`src/rtl/sda_line_pkg.sv`:
```
package sda_line_pkg;

    // Width of the step-count field of the line-control word.
    localparam int STEP_W       = 2;
    // Default number of system clocks per hold step.
    localparam int STEP_CLKS_D  = 5;
    // Default number of agreeing samples for the input filter.
    localparam int FILT_LEN_D   = 3;

    // Line-control word: filter enable on top, step count below.
    typedef struct packed {
        logic              filt_en;
        logic [STEP_W-1:0] steps;
    } line_cfg_t;

    localparam int CFG_W = $bits(line_cfg_t);

    // Longest hold, in clocks, for a given step size.
    function automatic int max_hold(input int step_clks);
        return step_clks * ((1 << STEP_W) - 1);
    endfunction

    // Counter width able to hold the longest hold value.
    function automatic int hold_cnt_w(input int step_clks);
        int mh;
        mh = max_hold(step_clks);
        return (mh < 1) ? 1 : $clog2(mh + 1);
    endfunction

endpackage

```
`src/rtl/sda_scl_edge.sv`:
```
module sda_scl_edge (
    input  logic clk,
    input  logic rst,
    input  logic scl_in,
    output logic scl_fall,
    output logic scl_rise
);
    logic scl_q;

    // The bus idles high, so the previous level starts at 1.
    always_ff @(posedge clk) begin
        if (rst) scl_q <= 1'b1;
        else     scl_q <= scl_in;
    end

    assign scl_fall = scl_q & ~scl_in;
    assign scl_rise = ~scl_q & scl_in;
endmodule

```
`src/rtl/sda_hold_delay.sv`:
```
module sda_hold_delay
    import sda_line_pkg::*;
#(
    parameter int STEP_CLKS = STEP_CLKS_D
) (
    input  logic              clk,
    input  logic              rst,
    input  logic              scl_fall,
    input  logic              scl_rise,
    input  logic [STEP_W-1:0] steps,
    input  logic              drive_low,
    output logic              oe,
    output logic              busy
);
    localparam int CNT_W = hold_cnt_w(STEP_CLKS);

    logic [CNT_W-1:0] cnt_q;
    logic [CNT_W-1:0] load_val;
    logic             oe_q;

    assign load_val = CNT_W'(int'(steps) * STEP_CLKS);

    always_ff @(posedge clk) begin
        if (rst) begin
            cnt_q <= '0;
            oe_q  <= 1'b0;
        end else if (scl_fall) begin
            // Start a new hold window; with zero steps apply now.
            cnt_q <= load_val;
            if (load_val == '0) oe_q <= drive_low;
        end else if (scl_rise) begin
            // Setup time wins: flush any pending value.
            cnt_q <= '0;
            oe_q  <= drive_low;
        end else if (cnt_q != '0) begin
            cnt_q <= cnt_q - 1'b1;
            if (cnt_q == CNT_W'(1)) oe_q <= drive_low;
        end else begin
            oe_q <= drive_low;
        end
    end

    assign oe   = oe_q;
    assign busy = (cnt_q != '0);
endmodule

```
`src/rtl/sda_glitch_filter.sv`:
```
module sda_glitch_filter
    import sda_line_pkg::*;
#(
    parameter int FILT_LEN = FILT_LEN_D
) (
    input  logic clk,
    input  logic rst,
    input  logic en,
    input  logic raw,
    output logic filt,
    output logic agree
);
    logic filt_q;

    generate
        if (FILT_LEN <= 1) begin : g_bypass
            // A single sample always agrees with itself.
            always_ff @(posedge clk) begin
                if (rst) filt_q <= 1'b1;
                else     filt_q <= raw;
            end
            assign agree = 1'b1;
        end else begin : g_window
            logic [FILT_LEN-1:0] hist_q;
            logic                all_hi;
            logic                all_lo;

            always_ff @(posedge clk) begin
                if (rst) hist_q <= '1;
                else     hist_q <= {hist_q[FILT_LEN-2:0], raw};
            end

            always_comb begin
                all_hi = 1'b1;
                all_lo = 1'b1;
                for (int i = 0; i < FILT_LEN; i++) begin
                    all_hi = all_hi & hist_q[i];
                    all_lo = all_lo & ~hist_q[i];
                end
            end

            assign agree = all_hi | all_lo;

            always_ff @(posedge clk) begin
                if (rst)        filt_q <= 1'b1;
                else if (!en)   filt_q <= raw;
                else if (agree) filt_q <= hist_q[0];
            end
        end
    endgenerate

    assign filt = filt_q;
endmodule

```
`src/rtl/sda_line_conditioner.sv`:
```
module sda_line_conditioner
    import sda_line_pkg::*;
#(
    parameter int STEP_CLKS = STEP_CLKS_D,
    parameter int FILT_LEN  = FILT_LEN_D
) (
    input  logic       clk,
    input  logic       rst,
    input  logic [2:0] line_cfg,
    input  logic       sda_drive_low,
    input  logic       scl_in,
    input  logic       sda_raw,
    output logic       sda_oe,
    output logic       sda_filt
);
    line_cfg_t cfg_wr;
    line_cfg_t cfg_act;
    logic      scl_fall;
    logic      scl_rise;
    logic      hold_busy;
    logic      filt_agree;

    assign cfg_wr = line_cfg_t'(line_cfg);

    sda_scl_edge u_edge (
        .clk      (clk),
        .rst      (rst),
        .scl_in   (scl_in),
        .scl_fall (scl_fall),
        .scl_rise (scl_rise)
    );

    // The configuration word is captured only on an SCL fall.
    always_ff @(posedge clk) begin
        if (rst)           cfg_act <= '0;
        else if (scl_fall) cfg_act <= cfg_wr;
    end

    // The hold window started at this fall uses the word just captured.
    sda_hold_delay #(.STEP_CLKS(STEP_CLKS)) u_hold (
        .clk       (clk),
        .rst       (rst),
        .scl_fall  (scl_fall),
        .scl_rise  (scl_rise),
        .steps     (cfg_wr.steps),
        .drive_low (sda_drive_low),
        .oe        (sda_oe),
        .busy      (hold_busy)
    );

    sda_glitch_filter #(.FILT_LEN(FILT_LEN)) u_filt (
        .clk   (clk),
        .rst   (rst),
        .en    (cfg_act.filt_en),
        .raw   (sda_raw),
        .filt  (sda_filt),
        .agree (filt_agree)
    );
endmodule

```
`config.mk`:
```
export PLATFORM = sky130hd
export DESIGN_NAME = sda_line_conditioner
export DESIGN_NICKNAME = d
export VERILOG_FILES = /design/src/rtl/sda_line_pkg.sv /design/src/rtl/sda_scl_edge.sv /design/src/rtl/sda_hold_delay.sv /design/src/rtl/sda_glitch_filter.sv /design/src/rtl/sda_line_conditioner.sv
export SDC_FILE = /design/constraint.sdc
export NUM_CORES = 1
export LEC_CHECK = 0
export CAP_MARGIN = 30
export CORE_AREA = 2 2 39 41
export CTS_CLUSTER_SIZE = 12
export DETAILED_ROUTE_END_ITERATION = 10
export DIE_AREA = 0 0 41 43
export PLACE_DENSITY = 0.65
export SYNTH_ARGS = -nofsm -noshare
export SYNTH_HDL_FRONTEND = slang
export SYNTH_HIERARCHICAL = 1
export SYNTH_SLANG_ARGS = --single-unit
```
`constraint.sdc`:
```
create_clock -name clk -period 3.5 [get_ports clk]
set_clock_uncertainty 0.05 [all_clocks]
set_input_delay 0.35 -clock clk [delete_from_list [all_inputs] [get_ports clk]]
set_output_delay 0.35 -clock clk [all_outputs]
set_load 0.02 [all_outputs]
```
==> impl_metrics.tcl <==
set metrics [dict create \
    path_class "reg2out" \
    drt.antenna.violating_nets 0 \
    hold_viol 0 \
    diodes 0 \
    period_share 0.465 \
    ios 10 \
    crit_chain "clkdlybuf4s50_1" \
    num-nets-final 80 \
    drt_iter0_drc 4 \
    port-buffer-count 9 \
    irDropWorstVdd_v 0.000194 \
    vias_per_cell 4.68 \
    avgSynthCellArea_um2 9.33 \
    clk_pin_slew_worst_paths_ns 0.07 \
    grt_max_degree 13 \
    r2r_start "u_hold/cnt_q[0]$_SDFFE_PP0P_" \
    dieArea_um2 1760 \
    cts_resized 0 \
    syn_nets 66 \
    cp_max_fo 3 \
    layout_commonest_cell "dfxtp_1" \
    tightest_slew_ns 0.342 \
    holdWs_ns 0.411 \
    endpoint_kind "output pin" \
    num_rows 14 \
    setup_violations 0 \
    dpl_cell_area_um2 623 \
    cts_buffer_depth 2 \
    post_cts_buffers 0 \
    critPathArrivalTime_ns 1.23 \
    rrSetupSlack_ns 2.07 \
    syn_inst 55 \
    cts_made_buffers 3 \
    ys_warn_count 6 \
    cts_max_level 1 \
    fmax_ghz 0.614 \
    coreArea_um2 1380 \
    syn2layout_area_growth_pct 26.6 \
    vias 393 \
    cts_root_buf "clkbuf_4" \
    setup_tns_ns 0 \
    power.leakage_uw 0.000255 \
    worst_slack_ns 1.87 \
    startpoint "u_filt/filt$_SDFFE_PP1P_" \
    grt_pass1_wl_um 1460 \
    outcome "completed" \
    numClockSinks 11 \
    critPathTopFamily "buffers and inverters" \
    cts_tree "done" \
    cpPeakStageDelay_ns 0.61 \
    track_usage 0.129 \
    drt-pass1-iter-count 4 \
    wirelength_um 848 \
    antenna_found_initial 0 \
    min_path_type "reg2reg" \
    routedWlPerCell_um 10.1 \
    crit_buf_inv 1 \
    final_cell_area_um2 649 \
    route.detailed.drc 0 \
    use_met1 0.145 \
    clk_latency_ns 0.27 \
    slowest_stage "clkdlybuf4s50_1" \
    pre_cts_ws_ns 1.72 \
    mostFrequentLayoutCells "11 x dfxtp_1, 9 x clkdlybuf4s50_1, 7 x a21oi_1" \
    maxSlewHeadroom 0.772 \
    grt.overflow.total 0 \
    synth_area_um2 513 \
    drv_slew 0 \
    required_ns 3.10 \
    crit_path_start_kind "flop" \
    post-dp-hpwl_um 638 \
    top_usage_layer "met2" \
    period_minus_slack_ns 1.63 \
    drive_gt1_frac 0.118 \
    rsz0062_at_grt "false" \
    die_h_um 43 \
    place_congestion 0.750 \
    dieWidth_um 41 \
    start_util 0.371 \
    max_cap_viol_count 0 \
    powerDensity_nw_per_um2 513 \
    met3_usage 0.0314 \
    hold_buffers 0 \
    first_global_vias 389 \
    min_from "u_filt/g_window.hist_q[1]$_SDFF_PP1_" \
    gr-usage-met2 0.178 \
]
[registers in the layout (all words and copies together), names as in the netlist]
signal,flops
u_filt/filt,1
u_hold/oe,1
cfg_act,1
u_edge/scl_q,1
u_filt/g_window.hist_q,3
u_hold/cnt_q,4
[final timing paths]
path                                     endpoint  cells past startpoint
min reg2reg  u_filt/g_window.hist_q[2]$_SDFF_PP1_                      1
min          u_filt/g_window.hist_q[2]$_SDFF_PP1_                      1
max                                      sda_filt                      1
max reg2reg          u_hold/cnt_q[2]$_SDFFE_PP0P_                      6
[power by group]
group          leakage, µW  internal [µW]  total, µW  switching (µW)
combinational     0.000149           50.0       94.7            44.7
sequential       0.0000911            139        151            12.3
clock            0.0000150           44.1       87.3            43.2
total             0.000255            233        333             100
[layout make-up]
cell class	instances	area, µm²
Timing Repair Buffer	9	90.1
Sequential cell	11	220
Multi-Input combinational cell	41	282
Inverter	3	11.3
Tap cell	16	20.0
Clock buffer	4	26.3
Fill cell	127	734
[routing by layer]
layer | vias up | share of wire
met1 | 171 | 0.46
met3 | 2 | 0.038
met5 | - | 0
li1 | 211 | -
met4 | 0 | 0.013
met2 | 9 | 0.48
[per-stage QoR]
step / utilization / cells / power (µW)
global route: 0.469 / 84 / 355
global placement: 0.450 / 80 / 249
CTS: 0.469 / 84 / 340
floorplan: - / 55 / 222
finish: 0.469 / 84 / 333
detailed placement: 0.450 / 80 / 248
Note: power is estimated with default switching activity, not from simulation.
